--- src/rtl/fe_pkg.sv ---
package fe_pkg;

    localparam int PAGE_AW = 6;
    localparam int DATA_W  = 8;

    localparam logic [DATA_W-1:0] CMD_PAGE_ERASE = 8'h55;
    localparam logic [DATA_W-1:0] CMD_MASS_ERASE = 8'hAA;

    typedef enum logic [1:0] {
        SEL_CMD  = 2'b00,
        SEL_PAGE = 2'b01,
        SEL_MEEN = 2'b10,
        SEL_NONE = 2'b11
    } reg_sel_e;

    typedef enum logic {
        KIND_PAGE = 1'b0,
        KIND_MASS = 1'b1
    } erase_kind_e;

    typedef struct packed {
        logic                valid;
        erase_kind_e         kind;
        logic [PAGE_AW-1:0]  page;
    } erase_req_t;

    typedef enum logic [1:0] {
        ST_IDLE  = 2'b00,
        ST_START = 2'b01,
        ST_WAIT  = 2'b10
    } seq_state_e;

    function automatic erase_kind_e byte_kind(input logic [DATA_W-1:0] b);
        return (b == CMD_MASS_ERASE) ? KIND_MASS : KIND_PAGE;
    endfunction

    function automatic logic is_erase_byte(input logic [DATA_W-1:0] b);
        return (b == CMD_PAGE_ERASE) || (b == CMD_MASS_ERASE);
    endfunction

endpackage

--- src/rtl/fe_cmd_decode.sv ---
module fe_cmd_decode
    import fe_pkg::*;
(
    input  logic                wr_en,
    input  logic [1:0]          wr_sel,
    input  logic [DATA_W-1:0]   wr_data,
    input  logic                busy,
    input  logic                debug_en,
    input  logic                page_armed,
    input  logic                mass_armed,
    input  logic [PAGE_AW-1:0]  page_q,
    output logic                cmd_wr,
    output logic                set_page,
    output logic                set_meen,
    output erase_req_t          req
);
    reg_sel_e    sel;
    erase_kind_e kind;
    logic        precond_ok;

    always_comb begin
        sel      = reg_sel_e'(wr_sel);
        cmd_wr   = wr_en && (sel == SEL_CMD);
        set_page = wr_en && (sel == SEL_PAGE);
        set_meen = wr_en && (sel == SEL_MEEN);
        kind     = byte_kind(wr_data);
        if (kind == KIND_MASS) begin
            precond_ok = mass_armed && debug_en;
        end else begin
            precond_ok = page_armed;
        end
        req.valid = cmd_wr && !busy && is_erase_byte(wr_data) && precond_ok;
        req.kind  = kind;
        req.page  = page_q;
    end
endmodule

--- src/rtl/fe_arm_regs.sv ---
module fe_arm_regs
    import fe_pkg::*;
(
    input  logic                clk,
    input  logic                rst,
    input  logic                set_page,
    input  logic [PAGE_AW-1:0]  page_in,
    input  logic                set_meen,
    input  logic                meen_in,
    input  logic                consume_page,
    input  logic                consume_mass,
    output logic                page_armed,
    output logic                mass_armed,
    output logic [PAGE_AW-1:0]  page_q
);
    always_ff @(posedge clk) begin
        if (rst) begin
            page_armed <= 1'b0;
            page_q     <= '0;
        end else if (set_page) begin
            page_armed <= 1'b1;
            page_q     <= page_in;
        end else if (consume_page) begin
            page_armed <= 1'b0;
        end
    end

    always_ff @(posedge clk) begin
        if (rst) begin
            mass_armed <= 1'b0;
        end else if (set_meen) begin
            mass_armed <= meen_in;
        end else if (consume_mass) begin
            mass_armed <= 1'b0;
        end
    end
endmodule

--- src/rtl/fe_erase_fsm.sv ---
module fe_erase_fsm
    import fe_pkg::*;
(
    input  logic                clk,
    input  logic                rst,
    input  erase_req_t          req,
    input  logic                fl_done,
    output logic                busy,
    output logic                fl_start,
    output logic                fl_mass,
    output logic [PAGE_AW-1:0]  fl_page
);
    seq_state_e state;
    erase_req_t active;

    always_ff @(posedge clk) begin
        if (rst) begin
            state  <= ST_IDLE;
            active <= '0;
        end else begin
            unique case (state)
                ST_IDLE: begin
                    if (req.valid) begin
                        state  <= ST_START;
                        active <= req;
                    end
                end
                ST_START, ST_WAIT: begin
                    if (fl_done) begin
                        state        <= ST_IDLE;
                        active.valid <= 1'b0;
                    end else begin
                        state <= ST_WAIT;
                    end
                end
                default: state <= ST_IDLE;
            endcase
        end
    end

    assign busy     = (state != ST_IDLE);
    assign fl_start = (state == ST_START);
    assign fl_mass  = (active.kind == KIND_MASS);
    assign fl_page  = active.page;
endmodule

--- src/rtl/flash_erase_seq.sv ---
module flash_erase_seq
    import fe_pkg::*;
(
    input  logic                clk,
    input  logic                rst,
    input  logic                wr_en,
    input  logic [1:0]          wr_sel,
    input  logic [DATA_W-1:0]   wr_data,
    input  logic                debug_en,
    input  logic                fl_done,
    output logic                fl_start,
    output logic                fl_mass,
    output logic [PAGE_AW-1:0]  fl_page,
    output logic                busy,
    output logic [DATA_W-1:0]   cmd_rdata
);
    logic               cmd_wr, set_page, set_meen;
    logic               page_armed, mass_armed;
    logic [PAGE_AW-1:0] page_q;
    erase_req_t         req;

    fe_cmd_decode u_decode (
        .wr_en      (wr_en),
        .wr_sel     (wr_sel),
        .wr_data    (wr_data),
        .busy       (busy),
        .debug_en   (debug_en),
        .page_armed (page_armed),
        .mass_armed (mass_armed),
        .page_q     (page_q),
        .cmd_wr     (cmd_wr),
        .set_page   (set_page),
        .set_meen   (set_meen),
        .req        (req)
    );

    fe_arm_regs u_arms (
        .clk          (clk),
        .rst          (rst),
        .set_page     (set_page),
        .page_in      (wr_data[PAGE_AW-1:0]),
        .set_meen     (set_meen),
        .meen_in      (wr_data[0]),
        .consume_page (req.valid && (req.kind == KIND_PAGE)),
        .consume_mass (req.valid && (req.kind == KIND_MASS)),
        .page_armed   (page_armed),
        .mass_armed   (mass_armed),
        .page_q       (page_q)
    );

    fe_erase_fsm u_fsm (
        .clk      (clk),
        .rst      (rst),
        .req      (req),
        .fl_done  (fl_done),
        .busy     (busy),
        .fl_start (fl_start),
        .fl_mass  (fl_mass),
        .fl_page  (fl_page)
    );

    always_ff @(posedge clk) begin
        if (rst) begin
            cmd_rdata <= '0;
        end else if (cmd_wr) begin
            cmd_rdata <= wr_data;
        end
    end
endmodule

--- config.mk ---
export PLATFORM = sky130hd
export DESIGN_NAME = flash_erase_seq
export DESIGN_NICKNAME = d
export VERILOG_FILES = /design/src/rtl/fe_pkg.sv /design/src/rtl/fe_cmd_decode.sv /design/src/rtl/fe_arm_regs.sv /design/src/rtl/fe_erase_fsm.sv /design/src/rtl/flash_erase_seq.sv
export SDC_FILE = /design/constraint.sdc
export NUM_CORES = 1
export LEC_CHECK = 0
export BUFFER_PORTS_ARGS = -buffer_cell sky130_fd_sc_hd__buf_2
export CELL_PAD_IN_SITES_DETAIL_PLACEMENT = 1
export CELL_PAD_IN_SITES_GLOBAL_PLACEMENT = 1
export CORE_UTILIZATION = 40
export DETAILED_ROUTE_END_ITERATION = 16
export PLACE_DENSITY_LB_ADDON = 0.1
export SLEW_MARGIN = 0
export SYNTH_ARGS = -nofsm -noshare
export SYNTH_HDL_FRONTEND = slang
export SYNTH_HIERARCHICAL = 1
export SYNTH_SLANG_ARGS = --single-unit
--- constraint.sdc ---
create_clock -name clk -period 2.6 [get_ports clk]
set_input_delay 0 -clock clk [delete_from_list [all_inputs] [get_ports clk]]
set_output_delay 0 -clock clk [all_outputs]
set_load 0.01 [all_outputs]
==> impl_results.md, run 1 <==
* Outcome: finished clean
* Nets@finish at 173
* Buffers on Ports at 31
* Largest family of logic cells by synthesized area: simple AND/OR/NAND/NOR gates
* Starting density of the core at 42.1%
* Total negative slack at 0 ps
* Critical-path cell list: inv_1 -> ha_1 -> inv_2 -> nor3_1 -> o21a_1 -> nand2b_4 -> mux2i_1 -> nor2_1
* Clock Sinks at 25
* # IOs at 32
* Post-synthesis average cell area at slightly above 9 µm²
* Crit Path Class: reg -> reg
* Simple-gate share of the synthesized area at between 20% and 30%
* Vias in the first global route at between 900 and 1000
* Slew @ Worst Pin at 831 ps
* Clock root cell: clkbuf_4
* Tcrit/Tclk final at 82.4%
* Crit path largest cell delay at between 400 and 500 ps
* CTS resizes at 0
* Post-DP HPWL at 1.84 mm
* #FFs+latches synth at 25
* Buf/Inv on CP at 2
* Sequential-to-total area share from yosys stat at ~44%
* Die X at around 56 µm
* FF-to-FF End: u_fsm/state[1]
* Synth Area in Adders at 3.26%
* Insertion delay to the later sink of the worst-skew pair at between 300 and 400 ps
* CTS HTree Levels at 1
* Initial antenna violation count at 0
* Max Slew Vio Count at 0
* Worst hold path type: in -> reg
* CTS Buf Count at 3
* Hold endpoint: u_fsm/state[1]
* Share of cells above drive strength 1 at 25.3%
* CP arrival at approximately 2300 ps
* Top FF cell, synth: dfxtp_1
* Multiplexer area fraction after synthesis at ~14%
* Dpl ws at approximately 450 ps
* Slew headroom at ~44%
* CP Launch Type: flip-flop
* RSZ-0062 raised after global routing: no
* CTS tree: done
* Drc violations at 0
* Die area at 3090 µm²
* Synth cell types at 26
* Worst r2r src: u_fsm/state[1]
* F_max at ~0.47 GHz
* Synthesized instance count at 125
* Final setup vio count at 0
* Post-DR wirelength/cell at about 13 µm
* WHS Path Cells at 4
* Final WS setup at approximately 460 ps
* CTS max path bufs at 2
* R2R cell count at 8
* Drt via density at slightly below 5
* Crit path max-delay family: simple AND/OR/NAND/NOR gates
* Final RePlAce weighted congestion at slightly above 0.7
* MaxCap Viol Count at 0
* First-pass DRT Iterations at 4
* Critical Path End Type: flip-flop
* Area of the core at 2730 µm²
* Largest net degree at the start of global routing at 26
* First-pass GRT wire length at around 4.3 mm
* Initial drt markers at 7
* Number of synthesized flops with an enable pin at 0
* ANT cells at 0
* CTS clock-pin slew for the worst setup and hold paths at 130 ps
* YS warnings at 6
* Leakage power at 0.000562 µW
* Crit path time final at around 2100 ps
* Routed wire length at roughly 2.5 mm
* Hold Vio Cnt, Final at 0
* Reg2Reg Setup Slack at 460 ps
* ANT nets after route at 0
* Max Fanout on Critical Path at 11
* Pwr dens at roughly 470 nW/µm²
* CP max-delay cell: ha_1
* Pwr Total at approximately 630 µW
* Syn-to-layout area delta at 17.5%
* Via Count at 911
* Worst Skew at between 4 and 5 ps
* Worst Path Required at 2800 ps
* Compound-Gate Fraction of Synth Area at 4.90%
* Mapped Area at between 1000 and 1500 µm²
* Hold Slack at 49.8 ps
* Die Ht at between 50 and 60 µm
* Row Count at 19
* Syn nets at about 140
* Hold wc startpoint: fl_done
* Max IR drop VDD at ~0.26 mV
* GRT Total Usage at roughly 17%
* Async S/R FF share, synth at 0%
* Final core occ at about 50%
* Gr ovfl total at 0
* XOR/XNOR Fraction of Synth Area at 0%
## stage by stage
step | area (µm²) | instances
floorplan | 1150 | 125
CTS | 1350 | 185
detailed placement | 1240 | 173
finish | 1350 | 185
global route | 1350 | 185
global placement | 1240 | 173
## cells by family after synthesis
family / Yosys count
AO/OA/AOI/OAI: 10
multiplexers: 16
adder cells (fa/ha/maj): 3
flip-flops: 25
buffers and inverters: 19
AND/OR/NAND/NOR: 52
## worst max-delay path by stage
stage | from | endpoint | slack [ps] | cells past startpoint
floorplan | u_fsm/state[0] | u_fsm/state[0] | 940 | 10
global placement | u_fsm/state[1] | u_fsm/state[0] | 660 | 8
detailed placement | u_fsm/state[1] | u_fsm/state[1] | 450 | 8
CTS | u_fsm/state[1] | u_fsm/state[1] | 430 | 8
global route | u_fsm/state[0] | u_fsm/state[1] | 260 | 8
finish | u_fsm/state[1] | u_fsm/state[1] | 460 | 8
## placed cells by master (no fill, tap or decap), types with 3 or more instances in the layout
cell            n
ha_1            3
a21oi_1         8
clkbuf_4        3
dfxtp_1        25
nand4bb_1       3
buf_2          31
nand2b_1        3
nand3_1         7
nand2_1        10
mux2i_1        16
dlygate4sd3_1   8
nor2_1         19
inv_1           4
## synthesized netlist by cell type (2+ instances only)
cell        n  share of area [%]
inv_1       4                1.3
buf_6       2                2.0
nor2_1     19                6.2
nor3_1      2               0.87
nand3_1     7                3.0
nor2b_1     2                1.1
a21oi_1     8                3.5
ha_1        3                3.3
buf_4       8                5.2
mux2i_1    16                 14
nand2_1    10                3.3
nand4bb_1   3                2.9
dfxtp_1    25                 44
buf_1       2               0.65
nand2b_1    3                1.6
## where the power goes
part | switching (µW) | internal (µW) | total [µW]
clock network | 109 | 59.9 | 169
registers | 4.44 | 392 | 396
logic | 33.6 | 32.6 | 66.1
total | 147 | 484 | 631
## worst min-delay path, stage by stage
cell and delay [ps]:
buf_2 80, nor2b_1 40, mux2i_1 150, nor2_1 60
## routing by layer
layer  global-route usage (%)  routed length [µm]
met1                     21.4                1150
met2                     31.8                1240
met3                     2.33                  79
met4                     5.00                  19
met5                        0                   0
## flip-flops by register name, indices dropped and copies added (netlist names)
name and cells:
cmd_rdata 8, u_arms/page_q 6, u_fsm/fl_page 6, u_fsm/state 2, u_arms/mass_armed 1, u_arms/page_armed 1
u_fsm/fl_mass 1
## area by class of cell
class | count | area [µm²]
timing repair buffer | 39 | 235
inverter | 5 | 18.8
multi-input combinational | 81 | 532
sequential | 25 | 500
tap | 31 | 38.8
fill | 342 | 1380
clock buffer | 4 | 26.3
## what timing repair did
item                                   CTS  global route
setup buffers                            0             0
endpoints found under the hold margin   15             0
hold buffers                             8             0
Note: power is estimated with default switching activity, not from simulation.
==> run 2, diff against run 1 <==
--- a/config.mk
+++ b/config.mk
@@ -8,7 +8,7 @@
 export BUFFER_PORTS_ARGS = -buffer_cell sky130_fd_sc_hd__buf_2
 export CELL_PAD_IN_SITES_DETAIL_PLACEMENT = 1
 export CELL_PAD_IN_SITES_GLOBAL_PLACEMENT = 1
-export CORE_UTILIZATION = 40
+export CORE_UTILIZATION = 37
 export DETAILED_ROUTE_END_ITERATION = 16
 export PLACE_DENSITY_LB_ADDON = 0.1
 export SLEW_MARGIN = 0
==> constraint.sdc (replaced) <==
create_clock -name clk -period 2.15 [get_ports clk]
set_input_delay 0 -clock clk [delete_from_list [all_inputs] [get_ports clk]]
set_output_delay 0 -clock clk [all_outputs]
set_load 0.01 [all_outputs]
==> impl_results.md, run 2 (synthesized netlist as in run 1, its figures left out) <==
* Outcome: finished, violations left
* Failing checks: design-rule violations
* Nets@finish at between 150 and 200
* FF/Latch Area at roughly 500 µm²
* Post-CTS setup buffer count at 0
* Total negative slack at 0 ps
* Reg2Reg Setup Slack at approximately 340 ps
* Buffers on Ports at 31
* CTS resizes at 0
* Worst r2r src: u_fsm/state[0]
* CP Launch Point: u_fsm/state[0]
* CP arrival at around 2000 ps
* First-pass DRT Iterations at 10
* Clock Sinks at 25
* Starting density of the core at approximately two fifths
* Drc violations at 2
* Most common cell after layout, fill and taps aside: buf_2
* Worst Path Required at 2350 ps
* Pwr Total at around 770 µW
* CP Launch Type: flip-flop
* Drt via density at approximately 5
* Max Slew Vio Count at 0
* Die area at about 3300 µm²
* Hold Vio Cnt, Final at 0
* ANT nets after route at 0
* Max IR drop VDD at around 0.26 mV
* Worst Skew at approximately 1.2 ps
* Filler cells at between 300 and 400
* Critical Path End Type: flip-flop
* Max Fanout on Critical Path at 11
* Share of cells above drive strength 1 at roughly a quarter
* Post-DP HPWL at about 1.9 mm
* Area of the core at around 2900 µm²
* Tcrit/Tclk final at between 80% and 90%
* Post-DR wirelength/cell at around 13 µm
* Slew @ Worst Pin at 759 ps
* Crit path time final at 1810 ps
* Commonest cells after routing, fill and taps aside: buf_2 (31), dfxtp_1 (25), nor2_1 (19)
* CTS Buf Count at 3
* CTS max path bufs at 2
* Initial antenna violation count at 0
* Area of the multi-input gates at between 500 and 600 µm²
* # IOs at 32
* Vias in the first global route at between 900 and 1000
* Biggest register: cmd_rdata
* Syn-to-layout area delta at 18.8%
* Clock root cell: clkbuf_4
* Initial drt markers at 19
* CTS clock-pin slew for the worst setup and hold paths at roughly 130 ps
* Crit Path Class: reg -> reg
* Worst hold path type: in -> reg
* R2R cell count at 8
* Insertion delay to the later sink of the worst-skew pair at ~310 ps
* Pwr dens at ~560 nW/µm²
* Die X at approximately 58 µm
* First-pass GRT wire length at a little over 4 mm
* GRT Total Usage at 16.1%
* ANT cells at 0
* Via Count at about 930
* Die Ht at just under 60 µm
* Leakage power at approximately 0.00057 µW
* CTS HTree Levels at 1
* Slew headroom at 49.2%
* CTS tree: done
* Worst Setup EP: u_fsm/state[1]
* Row Count at 19
* F_max at about 0.55 GHz
* Final RePlAce weighted congestion at roughly 0.73
* Final setup vio count at 0
* MaxCap Viol Count at 0
* FF-to-FF End: u_fsm/state[1]
* RSZ-0062 raised after global routing: no
* Largest net degree at the start of global routing at 26
* Gr ovfl total at 0
* Routed wire length at around 2.5 mm
* Max reg flops at 8
[run 2: changes by cell type in the layout (fill, tap and decap cells not counted), sizes merged]
cell	before	now
buf	31	33
[run 2: layout make-up]
type,count,area share [%]
Sequential cell,25,36.6
Timing Repair Buffer,41,18.3
Multi-Input combinational cell,81,38.9
Tap cell,31,2.84
Inverter,5,1.37
Clock buffer,4,1.92
[run 2: worst min-delay path by stage]
| stage | startpoint | end | slack (ps) | cells past startpoint |
|---|---|---|---|---|
| 2_1_floorplan | wr_data[0] | u_arms/mass_armed | 150 | 2 |
| 3_3_place_gp | wr_data[7] | cmd_rdata[7] | 270 | 3 |
| 3_5_place_dp | wr_data[7] | cmd_rdata[7] | 290 | 3 |
| 4_1_cts | fl_done | u_fsm/state[1] | 6 | 4 |
| 5_1_grt | fl_done | u_fsm/state[1] | 20 | 4 |
| 6_report | fl_done | u_fsm/state[1] | 10 | 4 |
[run 2: routing by layer]
metal,share of wire (%),routed length [µm],track usage (%),vias up
li1,-,-,-,470
met2,50,1230,28.2,19
met1,46,1130,20.3,439
met5,0,0,0,-
met3,3.4,84,2.01,4
met4,1.1,26,6.12,0
[run 2: power breakdown]
part	total, µW	internal [µW]	leakage (µW)	switching (µW)
clock network	205	72.5	0.0000150	132
logic	81.4	40.3	0.000354	41.2
registers	479	474	0.000203	5.18
total	765	587	0.000572	179
[run 2: repair_timing]
action / in CTS / in global routing
hold buffers: 8 / 0
endpoints found under the hold margin: 13 / 0
setup endpoints to repair: 0 / 0
[run 2: stage by stage]
step | hold slack, ps | instance area (µm²) | worst slack (ps) | std cells | utilization (%)
after floorplan | 145 | 1150 | 494 | 125 | -
after global placement | 274 | 1260 | 467 | 175 | 44.2
after detailed placement | 287 | 1260 | 335 | 175 | 44.2
after CTS | 5.62 | 1370 | 320 | 187 | 47.9
after global routing | 22.1 | 1370 | 141 | 187 | 47.9
final | 12.1 | 1370 | 339 | 187 | 47.9
[run 2: critical path, stage by stage (launching register included)]
cell      delay, ps
dfxtp_1         350
inv_1            80
ha_1            180
inv_2            40
nor3_1          180
o21a_1          400
nand2b_4        220
mux2i_1         190
nor2_1           50
==> run 3, diff against run 2 <==
--- a/config.mk
+++ b/config.mk
@@ -8,7 +8,7 @@
 export BUFFER_PORTS_ARGS = -buffer_cell sky130_fd_sc_hd__buf_2
 export CELL_PAD_IN_SITES_DETAIL_PLACEMENT = 1
 export CELL_PAD_IN_SITES_GLOBAL_PLACEMENT = 1
-export CORE_UTILIZATION = 37
+export CORE_UTILIZATION = 34
 export DETAILED_ROUTE_END_ITERATION = 16
 export PLACE_DENSITY_LB_ADDON = 0.1
 export SLEW_MARGIN = 0
==> constraint.sdc (replaced) <==
create_clock -name clk -period 1.45 [get_ports clk]
set_input_delay 0 -clock clk [delete_from_list [all_inputs] [get_ports clk]]
set_output_delay 0 -clock clk [all_outputs]
set_load 0.01 [all_outputs]
==> impl_results.md, run 3 (synthesized netlist as in run 1, its figures left out) <==
* Met2 global-route usage at about 32%
* Final RePlAce weighted congestion at approximately 0.73
* Crit Path Class: reg -> reg
* CTS tree: done
* Routed wire length at 2.91 mm
* # IOs at 32
* Worst Setup EP: u_arms/mass_armed
* Tcrit/Tclk final at 102%
* Filler cells at slightly below 400
* Worst r2r src: u_fsm/state[1]
* ANT nets after route at 0
* Dpl cells at a little under 200
* Die X at ~60 µm
* Pwr dens at roughly 740 nW/µm²
* ANT cells at 0
* Slew @ Worst Pin at ~480 ps
* Met3 usage at 2.60%
* Die area at ~3600 µm²
* Outcome: finished, violations left
* Met1 Use GR at about 20%
* Switching pwr at 282 µW
* CTS clock-pin slew for the worst setup and hold paths at about 140 ps
* GRT Total Usage at between 10% and 20%
* Largest net degree at the start of global routing at 26
* Share of cells above drive strength 1 at between 40% and 50%
* CTS max path bufs at 2
* Switching part of the total at between 20% and 30%
* Commonest cells after routing, fill and taps aside: buf_2 (31), dfxtp_1 (23), nor2_1 (19)
* Vias in the first global route at roughly 990
* Int Power at roughly 880 µW
* F_max at approximately 0.67 GHz
* Reg2Reg Setup Slack at -30 ps
* Gr ovfl total at 0
* First-pass DRT Iterations at 3
* R2R cell count at 8
* Area of the core at ~3100 µm²
* CP arrival at about 1700 ps
* MaxCap Viol Count at 0
* Post-DP Area at roughly 1300 µm²
* Worst Skew at around 5.0 ps
* Max Fanout on Critical Path at 6
* CTS Buf Count at 3
* Insertion delay to the later sink of the worst-skew pair at just over 300 ps
* Crit path time final at 1480 ps
* CTS HTree Levels at 1
* Pwr Total at ~1200 µW
* Final WS setup at -32.0 ps
* Row Count at 20
* Slew headroom at about 68%
* Critical Path End Type: flip-flop
* Nets@finish at 188
* Hold Vio Cnt, Final at 0
* Clock root cell: clkbuf_4
* Initial drt markers at 16
* Initial antenna violation count at 0
* RSZ-0062 raised after global routing: yes
* Post-route cell area at 1570 µm²
* Hold Slack at roughly 13 ps
* FF-to-FF End: u_arms/mass_armed
* Clock Sinks at 25
* Die Ht at 60.2 µm
* Worst hold path type: in -> reg
* First-pass GRT wire length at ~4.5 mm
* Max reg flops at 8
* Busiest grt layer: met2
* Syn-to-layout area delta at 36.1%
* Failing checks: negative setup slack
* Power share of the combinational group at between 10% and 20%
* Final setup vio count at 3
* CP Launch Point: u_fsm/state[1]
* Post-DR wirelength/cell at 13.7 µm
* Starting density of the core at a little under two fifths
* Max Slew Vio Count at 0
* Via Count at slightly below 1000
* Buffers on Ports at 31
* Drc violations at 0
* Post-DP HPWL at between 2 and 2.5 mm
* Worst Path Required at around 1700 ps
* Register share of total power at about three fifths
* Most common cell after layout, fill and taps aside: buf_2
* Clock Power Share at roughly 27%
* Max IR drop VDD at roughly 0.38 mV
* Drt via density at ~4.7
* CP Launch Type: flip-flop
* Biggest register: cmd_rdata
* Post-route insts no fill at roughly 210
* Leakage power at approximately 0.00065 µW
-- run 3: repair_timing --
item / CTS / global route
gates resized for setup: 2 / 15
hold buffers: 9 / 0
setup endpoints to repair: 11 / 11
endpoints found under the hold margin: 14 / 0
gates cloned: 0 / 0
pin swaps: 4 / 8
setup buffers: 4 / 2
-- run 3: final cells by class --
| type | count | area (µm²) | share of cell area, % |
|---|---|---|---|
| Tap cell | 44 | 55.1 | 3.52 |
| Timing Repair Buffer | 54 | 354 | 22.6 |
| Inverter | 5 | 21.3 | 1.36 |
| Sequential cell | 25 | 503 | 32.1 |
| Multi-Input combinational cell | 81 | 606 | 38.7 |
| Clock buffer | 4 | 26.3 | 1.68 |
-- run 3: how the worst min path moves through the flow --
stage,start,endpoint,slack [ps],cells after the start
after floorplan,wr_data[0],u_arms/mass_armed,150,2
after global placement,wr_data[7],cmd_rdata[7],280,3
after detailed placement,wr_data[7],cmd_rdata[7],280,3
after CTS,fl_done,u_fsm/state[1],20,4
after global routing,fl_done,u_fsm/state[1],30,4
final,fl_done,u_fsm/state[1],10,4
-- run 3: stage by stage --
step / utilization [%] / setup WS, ps / setup TNS [ps]
finish: 50.0 / -32.0 / -61.5
global route: 50.0 / -97.7 / -626
global placement: 42.9 / -37.8 / -39.5
detailed placement: 42.9 / -116 / -836
floorplan: - / -119 / -353
CTS: 47.7 / -46.8 / -138
-- run 3: per-layer routing --
layer  share of wire (%)  routed length [µm]  up-vias
met3                 2.8                  81        2
met2                  53                1540       17
li1                    -                   -      497
met4                0.65                  19        0
met1                  44                1270      479
met5                   0                   0        -
-- run 3: critical path: stages (launching register included) --
cell and delay, ps:
dfxtp_2 360, inv_2 50, ha_4 160, inv_4 60
nor3_4 40, o21a_4 140, and2_1 140, or3b_4 370
a21oi_2 110
-- run 3: power by group through the flow --
stage / clock (µW) / combinational, µW / sequential (µW)
6_report: 315 / 132 / 711
3_3_place_gp: 0 / 106 / 725
4_1_cts: 335 / 129 / 711
2_1_floorplan: 0 / 64.6 / 728
3_5_place_dp: 0 / 109 / 726
5_1_grt: 354 / 144 / 714
